--- src/rtl/banked_rf_pkg.sv ---
package banked_rf_pkg;

    localparam int IDX_W      = 4;
    localparam int MODE_W     = 5;
    localparam int PC_IDX     = 15;
    localparam int SP_IDX     = 13;
    localparam int LINK_IDX   = 14;
    localparam int FAST_LO    = 8;
    localparam int BASE_REGS  = 15;
    localparam int FAST_REGS  = LINK_IDX - FAST_LO + 1;
    localparam int PAIR_MODES = 4;
    localparam int PAIR_REGS  = LINK_IDX - SP_IDX + 1;
    localparam int FAST_BASE  = BASE_REGS;
    localparam int PAIR_BASE  = FAST_BASE + FAST_REGS;
    localparam int NUM_PHYS   = PAIR_BASE + PAIR_MODES * PAIR_REGS;
    localparam int PHYS_W     = $clog2(NUM_PHYS);
    localparam int NUM_SS     = PAIR_MODES + 1;
    localparam int SS_W       = $clog2(NUM_SS);

    localparam logic [MODE_W-1:0] MD_USER = 5'b10000;
    localparam logic [MODE_W-1:0] MD_FAST = 5'b10001;
    localparam logic [MODE_W-1:0] MD_INTR = 5'b10010;
    localparam logic [MODE_W-1:0] MD_SUPV = 5'b10011;
    localparam logic [MODE_W-1:0] MD_ABRT = 5'b10111;
    localparam logic [MODE_W-1:0] MD_UNDF = 5'b11011;
    localparam logic [MODE_W-1:0] MD_SYST = 5'b11111;

    typedef enum logic [2:0] {
        BK_BASE = 3'd0,
        BK_FAST = 3'd1,
        BK_INTR = 3'd2,
        BK_SUPV = 3'd3,
        BK_ABRT = 3'd4,
        BK_UNDF = 3'd5
    } bank_e;

endpackage

--- src/rtl/mode_decode.sv ---
module mode_decode
    import banked_rf_pkg::*;
(
    input  logic [MODE_W-1:0] mode_i,
    output bank_e             bank_o,
    output logic              ss_ok_o,
    output logic [SS_W-1:0]   ss_slot_o
);

    always_comb begin
        unique case (mode_i)
            MD_FAST: bank_o = BK_FAST;
            MD_INTR: bank_o = BK_INTR;
            MD_SUPV: bank_o = BK_SUPV;
            MD_ABRT: bank_o = BK_ABRT;
            MD_UNDF: bank_o = BK_UNDF;
            default: bank_o = BK_BASE;
        endcase
    end

    // Saved-status slots are numbered from the fast bank upward.
    assign ss_ok_o   = (bank_o != BK_BASE);
    assign ss_slot_o = ss_ok_o ? SS_W'(int'(bank_o) - 1) : '0;

endmodule

--- src/rtl/reg_locator.sv ---
module reg_locator
    import banked_rf_pkg::*;
(
    input  logic [IDX_W-1:0]  idx_i,
    input  bank_e             bank_i,
    output logic [PHYS_W-1:0] phys_o,
    output logic              is_pc_o
);

    int lidx;
    int bnum;
    int slot;

    always_comb begin
        lidx    = int'(idx_i);
        bnum    = int'(bank_i);
        is_pc_o = (lidx == PC_IDX);
        slot    = lidx;
        if (bank_i == BK_FAST && lidx >= FAST_LO && lidx <= LINK_IDX) begin
            slot = FAST_BASE + (lidx - FAST_LO);
        end else if (bnum >= int'(BK_INTR) && lidx >= SP_IDX && lidx <= LINK_IDX) begin
            slot = PAIR_BASE + PAIR_REGS * (bnum - int'(BK_INTR)) + (lidx - SP_IDX);
        end else if (is_pc_o) begin
            slot = 0;
        end
        phys_o = PHYS_W'(slot);
    end

endmodule

--- src/rtl/regbank_store.sv ---
module regbank_store
    import banked_rf_pkg::*;
#(
    parameter int DATA_W = 32
) (
    input  logic              clk,
    input  logic              rst_n,
    input  logic              g_we,
    input  logic [PHYS_W-1:0] g_addr,
    input  logic [DATA_W-1:0] g_data,
    input  logic              l_we,
    input  logic [PHYS_W-1:0] l_addr,
    input  logic [DATA_W-1:0] l_data,
    input  logic [PHYS_W-1:0] ra_addr,
    output logic [DATA_W-1:0] ra_data,
    input  logic [PHYS_W-1:0] rb_addr,
    output logic [DATA_W-1:0] rb_data,
    input  logic              s_we,
    input  logic [SS_W-1:0]   s_slot,
    input  logic [DATA_W-1:0] s_data,
    input  logic              e_we,
    input  logic [SS_W-1:0]   e_slot,
    input  logic [DATA_W-1:0] e_data,
    input  logic [SS_W-1:0]   s_rd_slot,
    output logic [DATA_W-1:0] s_rd_data
);

    logic [DATA_W-1:0] cells [NUM_PHYS];
    logic [DATA_W-1:0] saved [NUM_SS];

    for (genvar g = 0; g < NUM_PHYS; g++) begin : g_cell
        logic [DATA_W-1:0] q;
        always_ff @(posedge clk or negedge rst_n) begin
            if (!rst_n) begin
                q <= '0;
            end else if (l_we && l_addr == PHYS_W'(g)) begin
                q <= l_data;
            end else if (g_we && g_addr == PHYS_W'(g)) begin
                q <= g_data;
            end
        end
        assign cells[g] = q;
    end

    for (genvar s = 0; s < NUM_SS; s++) begin : g_saved
        logic [DATA_W-1:0] q;
        always_ff @(posedge clk or negedge rst_n) begin
            if (!rst_n) begin
                q <= '0;
            end else if (e_we && e_slot == SS_W'(s)) begin
                q <= e_data;
            end else if (s_we && s_slot == SS_W'(s)) begin
                q <= s_data;
            end
        end
        assign saved[s] = q;
    end

    function automatic logic [DATA_W-1:0] gpr_view(input logic [PHYS_W-1:0] a);
        if (l_we && l_addr == a)      return l_data;
        else if (g_we && g_addr == a) return g_data;
        else                          return cells[a];
    endfunction

    assign ra_data = gpr_view(ra_addr);
    assign rb_data = gpr_view(rb_addr);

    always_comb begin
        if (e_we && e_slot == s_rd_slot)      s_rd_data = e_data;
        else if (s_we && s_slot == s_rd_slot) s_rd_data = s_data;
        else                                  s_rd_data = saved[s_rd_slot];
    end

endmodule

--- src/rtl/banked_regfile.sv ---
module banked_regfile
    import banked_rf_pkg::*;
#(
    parameter int DATA_W = 32
) (
    input  logic              clk,
    input  logic              rst_n,
    input  logic [4:0]        mode,
    input  logic [3:0]        rd_a_idx,
    output logic [DATA_W-1:0] rd_a_data,
    input  logic [3:0]        rd_b_idx,
    output logic [DATA_W-1:0] rd_b_data,
    input  logic              wr_en,
    input  logic [3:0]        wr_idx,
    input  logic [DATA_W-1:0] wr_data,
    input  logic [DATA_W-1:0] pc_in,
    output logic              branch_req,
    output logic [DATA_W-1:0] branch_target,
    input  logic              ss_wr_en,
    input  logic [DATA_W-1:0] ss_wr_data,
    output logic [DATA_W-1:0] ss_rd_data,
    input  logic              exc_en,
    input  logic [4:0]        exc_mode,
    input  logic [DATA_W-1:0] exc_link,
    input  logic [DATA_W-1:0] exc_status
);

    bank_e             cur_bank, exc_bank;
    logic              cur_ss_ok, exc_ss_ok;
    logic [SS_W-1:0]   cur_slot, exc_slot;
    logic [PHYS_W-1:0] a_phys, b_phys, w_phys, l_phys;
    logic              a_pc, b_pc, w_pc, l_pc;
    logic [DATA_W-1:0] a_raw, b_raw, ss_raw;
    logic              exc_go;

    mode_decode u_cur_dec (
        .mode_i   (mode),
        .bank_o   (cur_bank),
        .ss_ok_o  (cur_ss_ok),
        .ss_slot_o(cur_slot)
    );

    mode_decode u_exc_dec (
        .mode_i   (exc_mode),
        .bank_o   (exc_bank),
        .ss_ok_o  (exc_ss_ok),
        .ss_slot_o(exc_slot)
    );

    reg_locator u_loc_a (.idx_i(rd_a_idx), .bank_i(cur_bank), .phys_o(a_phys), .is_pc_o(a_pc));
    reg_locator u_loc_b (.idx_i(rd_b_idx), .bank_i(cur_bank), .phys_o(b_phys), .is_pc_o(b_pc));
    reg_locator u_loc_w (.idx_i(wr_idx),   .bank_i(cur_bank), .phys_o(w_phys), .is_pc_o(w_pc));
    reg_locator u_loc_l (.idx_i(IDX_W'(LINK_IDX)), .bank_i(exc_bank), .phys_o(l_phys), .is_pc_o(l_pc));

    assign exc_go = exc_en && exc_ss_ok && !l_pc;

    regbank_store #(.DATA_W(DATA_W)) u_store (
        .clk      (clk),
        .rst_n    (rst_n),
        .g_we     (wr_en && !w_pc),
        .g_addr   (w_phys),
        .g_data   (wr_data),
        .l_we     (exc_go),
        .l_addr   (l_phys),
        .l_data   (exc_link),
        .ra_addr  (a_phys),
        .ra_data  (a_raw),
        .rb_addr  (b_phys),
        .rb_data  (b_raw),
        .s_we     (ss_wr_en && cur_ss_ok),
        .s_slot   (cur_slot),
        .s_data   (ss_wr_data),
        .e_we     (exc_go),
        .e_slot   (exc_slot),
        .e_data   (exc_status),
        .s_rd_slot(cur_slot),
        .s_rd_data(ss_raw)
    );

    assign rd_a_data     = a_pc ? pc_in : a_raw;
    assign rd_b_data     = b_pc ? pc_in : b_raw;
    assign ss_rd_data    = cur_ss_ok ? ss_raw : '0;
    assign branch_req    = wr_en && w_pc;
    assign branch_target = wr_data;

endmodule

--- config.mk ---
export PLATFORM = sky130hd
export DESIGN_NAME = banked_regfile
export DESIGN_NICKNAME = d
export VERILOG_FILES = /design/src/rtl/banked_rf_pkg.sv /design/src/rtl/mode_decode.sv /design/src/rtl/reg_locator.sv /design/src/rtl/regbank_store.sv /design/src/rtl/banked_regfile.sv
export SDC_FILE = /design/constraint.sdc
export NUM_CORES = 2
export LEC_CHECK = 0
export BUFFER_PORTS_ARGS = -buffer_cell sky130_fd_sc_hd__clkbuf_2
export CORE_AREA = 8 8 416 418
export DETAILED_ROUTE_END_ITERATION = 10
export DIE_AREA = 0 0 424 426
export MAX_ROUTING_LAYER = met4
export SLEW_MARGIN = 5
export SYNTH_ARGS = -nofsm -noshare
export SYNTH_HDL_FRONTEND = slang
export SYNTH_HIERARCHICAL = 1
export SYNTH_SLANG_ARGS = --single-unit
--- constraint.sdc ---
create_clock -name clk -period 14.2 [get_ports clk]
set_clock_uncertainty 0.05 [all_clocks]
set_input_delay 2.13 -clock clk [delete_from_list [all_inputs] [get_ports clk]]
set_output_delay 2.13 -clock clk [all_outputs]
set_load 0.005 [all_outputs]
# After elaboration in Yosys (flattened, before gate mapping)
# Index checks and enable logic that the tools add are counted.
# classes
add_sub_neg,19
n_mux,103
bitwise,3
order_cmp,14
n_reduce_logical,133
eq_ne,86
# op_table
operator,n
2-to-1 mux 32 bit,85
binary-select mux 32 bit (select 5 bit),2
"equality test 5 bit, second input constant",38
binary-select mux 32 bit (select 3 bit),1
logical AND 1 bit,91
"equality test 5 x 4 -> 1 bit, second input constant",16
nonzero test 2 bit,35
"equality test 5 x 3 -> 1 bit, second input constant",8
2-to-1 mux 5 bit,8
case mux 3 bit (5 select lines),2
"subtractor 4 x 4 -> 5 bit, second input constant",6
"greater-or-equal comparator 4 bit, second input constant",7
"adder 5 bit, first input constant",5
"equality test 5 x 2 -> 1 bit, second input constant",4
equality test 5 bit,4
adder 5 bit,3
"equality test 3 x 1 -> 1 bit, second input constant",4
"equality test 3 x 2 -> 1 bit, second input constant",4
"equality test 4 x 1 -> 1 bit, second input constant",3
"greater-or-equal comparator 6 bit, second input constant",2
"<= comparator 4 bit, second input constant",3
2-to-1 mux 4 bit,3
inverter 5 -> 6 bit,2
"equality test 5 x 1 -> 1 bit, second input constant",2
other kinds (12),20
# totals
in_bits,187
wordCells,393
output_inout_bits,129
regBits,1120

# Longest topological paths before layout
# logic_depth
word_depth,14
depth_mapped,20
mapped_depth_nobuf,16

# Hierarchy
# The synthesis kept the hierarchy.
# by_module_without_submodules
module,n_inst,cells_per_inst,area_each_um2
regbank_store,1,7057,71008.1
banked_regfile,1,145,1575.3
reg_locator (u_loc_a ...),3,51,396.6
reg_locator (u_loc_l),1,51,406.6
mode_decode,2,17,108.9

# Least setup slack after synthesis
# No wires, ideal clock.
# synth_timing
path_kind,input port to output port
start,in mode[1]
end,out rd_a_data[23]
t_required_ns,12.020
arrival_time_ns,5.731
cell_stages,16
setup_slack_ns,6.289
cell_sequence,nand2_1 > nor3_1 > inv_1 > fa_1 > inv_1 > ha_1 > xnor2_1 > a221o_1 > buf_2 > xor2_1 > nor4_1 > and3_1 > buf_4 > a2111oi_0 > a221o_1 > mux2_4
# synth_lines
element,line_no,text
from (decl),banked_regfile.sv:8,"input logic [4:0] mode,"
equality test 5 bit,mode_decode.sv:11,unique case (mode_i)
case mux 3 bit (5 select lines) *,mode_decode.sv:11,
via cur_bank[1],banked_regfile.sv:28,"bank_e cur_bank, exc_bank;"
subtractor 3 x 2 -> 4 bit / greater-or-equal comparator 3 x 2 -> 1 bit (equally long branches),"reg_locator.sv:22, reg_locator.sv:21",
adder 5 bit / logical AND 1 bit (equally long branches) (2 in series),"reg_locator.sv:22, reg_locator.sv:21",
2-to-1 mux 5 bit,reg_locator.sv:21,end else if (bnum >= int'(BK_INTR) && lidx >= SP_IDX && lidx <= LINK_IDX) begin
2-to-1 mux 5 bit *,reg_locator.sv:19,if (bank_i == BK_FAST && lidx >= FAST_LO && lidx <= LINK_IDX) begin
via w_phys[3],banked_regfile.sv:31,"logic [PHYS_W-1:0] a_phys, b_phys, w_phys, l_phys;"
equality test 5 bit *,regbank_store.sv:61,else if (g_we && g_addr == a) return g_data;
logical AND 1 bit *,regbank_store.sv:61,
2-to-1 mux 32 bit *,regbank_store.sv:61,
2-to-1 mux 32 bit *,regbank_store.sv:60,if (l_we && l_addr == a) return l_data;
via a_raw[23],banked_regfile.sv:33,"logic [DATA_W-1:0] a_raw, b_raw, ss_raw;"
2-to-1 mux 32 bit *,banked_regfile.sv:80,assign rd_a_data = a_pc ? pc_in : a_raw;
to (decl),banked_regfile.sv:10,"output logic [DATA_W-1:0] rd_a_data,"
# Mark *: on every way through the listed nets, which the timed path passes. The rest lies on a longest branch. The select of a mux whose other input is x is not followed.

# Final worst setup path
# layout_timing
start,in mode[1]
end,out rd_b_data[20]
# layout_between
elab_chain_len,14
# layout_rtl
element,line_no,text
equality test 5 bit,mode_decode.sv:11,
case mux 3 bit (5 select lines) *,mode_decode.sv:11,
via cur_bank[1],banked_regfile.sv:28,
subtractor 3 x 2 -> 4 bit / greater-or-equal comparator 3 x 2 -> 1 bit (equally long branches),"reg_locator.sv:22, reg_locator.sv:21",
adder 5 bit / logical AND 1 bit (equally long branches) (2 in series),"reg_locator.sv:22, reg_locator.sv:21",
2-to-1 mux 5 bit,reg_locator.sv:21,
2-to-1 mux 5 bit *,reg_locator.sv:19,
via b_phys[4],banked_regfile.sv:31,
inverter 5 -> 6 bit (implied by the code),regbank_store.sv:62,else return cells[a];
binary-select mux 32 bit (select 5 bit),regbank_store.sv:62,
2-to-1 mux 32 bit (implied by the code) (2 in series),regbank_store.sv:62,
2-to-1 mux 32 bit,regbank_store.sv:61,
2-to-1 mux 32 bit *,regbank_store.sv:60,
via b_raw[20],banked_regfile.sv:33,
2-to-1 mux 32 bit *,banked_regfile.sv:81,assign rd_b_data = b_pc ? pc_in : b_raw;
to (decl),banked_regfile.sv:12,"output logic [DATA_W-1:0] rd_b_data,"
# Marks and branches as above.

==> impl_metrics.ini <==
[power]
combPwrFrac_pct = 26.5
ir_drop_mv = 0.129
leakagePower_nw = 35.4
clock_power_share_pct = 33.2
p_seq_share_pct = 40.3
intPower_mw = 7.57
swShare_pct = 31.8
switchingPower_mw = 3.53
p_per_area_nw_per_um2 = 137

[die]
die_h_um = 426
rows = 150
die_area_um2 = 181000
start_util_pct = 44.7
core_um2 = 166000
die_w_um = 424
io_pins = 316

[drt]
totalWireLength_um = 300000
dr.pass1.iters = 8
ant_nets = 0
num_vias = 62981
drt_iter0_drc = 8925
wire_per_inst_um = 31.4
drc = 0
avgViaCountPerCell = 6.58

[setup_path]
required_ns = 12.02
rr_worst_depth = 2
path_cells = clkbuf_2 > nand2_1 > nor3_1 > inv_1 > fa_1 > inv_1 > ha_1 > a21oi_1 > xnor2_1 > o22ai_4 > buf_4 > xnor2_1 > nand4_1 > nor2_2 > nor2_2 > buf_4 > a221oi_1 > mux2_4 > clkbuf_2
crit_slowest_cell = a221oi_1
cp_max_fo = 32
crit_arrival_ns = 9.31
crit_start = mode[1]
ff2ff_setup_slack_ns = 13.28
path_class = in -> out
end_kind = output pin
worst-path-buf-inv = 6
slowest_delay_ns = 1.11
reg2reg_from = u_store/g_cell[8].q[7]
critPathCapture = rd_b_data[20]
path_depth = 19
worst_setup_path_start_kind = input port
cp_top_family = simple AND/OR/NAND/NOR gates
timing.rr.end = u_store/g_cell[8].q[7]

[clocking]
clockBufferDepth = 3
cts_resized = 0
cts.sinks = 1120
cts_htree_levels = 4
cts_tree = done
postCtsHoldBufs = 0
cts_setup_buffers = 0
cts_made_buffers = 135
insertion_delay_ns = 0.80
clkSlewWorstSetupHoldPaths_ns = 0.05
clockRootBuffer = clkbuf_16

[global_route]
grt_pass1_wl_um = 432000
grt_overflow = 0
grt_max_degree = 170
track_usage_pct = 33.1
antenna_found_initial = 24
grt_pass1_vias = 60740

[yosys]
yosys_warnings = 6
synth_edf_count = 0
syn_area_per_cell_um2 = 10.0
yosys_most_used_dff = dfrtp_1
yosys.area.top_type = dfrtp_1
async_flop_share_pct = 100
ys_top_cells_by_area = dfrtp_1 38%, mux2i_1 16%, mux4_2 12%
syn_inst = 7440
synth_cell_types = 83
synth_commonest_cells = 1203 x mux2i_1, 1120 x dfrtp_1, 843 x nand2_1
synth_most_common_cell = mux2i_1
syn_area_um2 = 74400
seq_area_frac_synth_pct = 37.7
synth.ff_latch_count = 1120
yosysTopAreaCellShare_pct = 37.7

[sta]
fin_crit_sh_pct = 80.9
slew_headroom_pct = 3.08
min_period_ns = 11.49
fmax_mhz = 87.1
final-hold-violation-count = 0
setup_tns_ns = 0
setup_viol = 0
worst_pin_slew_ns = 1.45
holdWs_ns = 0.422
rsz0062_at_grt = false
slew_viol_final = 0

[run]
drv_cap = 0

[final_layout]
fin_nets = 7469
syn_to_final_growth_pct = 9.35
drive_above_1_share_pct = 18.4
final_util_pct = 48.9

[placement]
dp_hpwl_um = 172000
port_buffers = 315
gp_congestion = 0.916

[outcome]
status = complete, no violations

[min_path]
hp-class = reg -> reg
==> per-layer routing <==
layer / share of wire (%) / routed length, um / up-vias / track usage [%]
met5: 0 / 0 / - / -
met4: 6.4 / 19100 / 0 / 17.4
met3: 11 / 34100 / 986 / 7.83
met2: 44 / 131000 / 4097 / 48.4
met1: 39 / 116000 / 31382 / 42.7
li1: - / - / 26516 / -
==> through the flow <==
stage	instances	cell area, um2	total power [mW]	worst slack [ns]
2_1_floorplan	7464	74500	6.40	6.29
3_3_place_gp	9301	76700	7.30	3.06
3_5_place_dp	9301	76700	7.40	2.99
4_1_cts	9542	81300	11.1	3.00
5_1_grt	9563	81300	11.5	2.75
6_report	9567	81400	11.1	2.71
==> area by class of cell <==
cell class	count	area [um2]
diodes	25	62.6
clock buffers	207	4080
clock inverters	34	548
fillers	15264	84900
inverters	86	323
multi-input cells	5411	42600
flip-flops and latches	1120	28000
well taps	2204	2760
repair buffers	480	2910
==> worst min path at each step <==
stage                        startpoint                  endpoint  slack, ns  cells past startpoint
2_1_floorplan   u_store/g_saved[2].q[0]   u_store/g_saved[2].q[0]       0.39                      2
3_3_place_gp   u_store/g_saved[2].q[28]  u_store/g_saved[2].q[28]       0.41                      2
3_5_place_dp    u_store/g_saved[2].q[5]   u_store/g_saved[2].q[5]       0.41                      2
4_1_cts         u_store/g_saved[2].q[5]   u_store/g_saved[2].q[5]       0.43                      2
5_1_grt        u_store/g_saved[2].q[25]  u_store/g_saved[2].q[25]       0.45                      2
6_report        u_store/g_saved[2].q[5]   u_store/g_saved[2].q[5]       0.42                      2
==> cells by family after synthesis <==
family / count (synthesis) / synth area share (%)
AO/OA/AOI/OAI: 1802 / 13.8
other: 2 / 0.0101
XOR/XNOR: 36 / 0.424
flip-flops: 1120 / 37.7
buffers and inverters: 933 / 6.10
AND/OR/NAND/NOR: 1754 / 10.2
multiplexers: 1743 / 30.9
adder cells (fa/ha/maj): 50 / 0.918
==> power groups by stage <==
stage | clock, mW | sequential (mW) | combinational (mW)
4_1_cts | 3.72 | 4.45 | 2.91
6_report | 3.69 | 4.48 | 2.94
5_1_grt | 3.84 | 4.56 | 3.15
3_3_place_gp | 0 | 4.46 | 2.84
3_5_place_dp | 0 | 4.50 | 2.90
2_1_floorplan | 0 | 4.31 | 2.10
==> flip-flops by register name, indices dropped and copies added (netlist names) <==
register,cells
u_store/g_saved.q,160
u_store/g_cell.q,960
==> worst min-delay path: stages, from the launching register on <==
cell and delay, ns:
dfrtp_1 0.34, nand2_1 0.04, o21ai_0 0.06
==> layout by cell type, fill, tap and decap left out, types with 26 or more instances in the layout <==
cell type	n
nand2_1	824
o21ai_1	40
a21oi_1	537
o22ai_1	69
conb_1	26
a22oi_1	175
nor3_1	35
nor2_1	547
and2_1	52
buf_4	158
nand2b_1	45
mux2i_1	1203
nor2_4	29
o21ai_0	745
clkbuf_8	37
inv_1	81
dfrtp_1	1120
mux2_2	72
a211oi_1	33
nor2b_1	38
o22a_1	26
clkbuf_16	138
ha_1	40
clkbuf_1	32
mux2_4	60
clkbuf_2	314
a31oi_1	28
mux4_2	403
(Power assumes the default switching activity.)
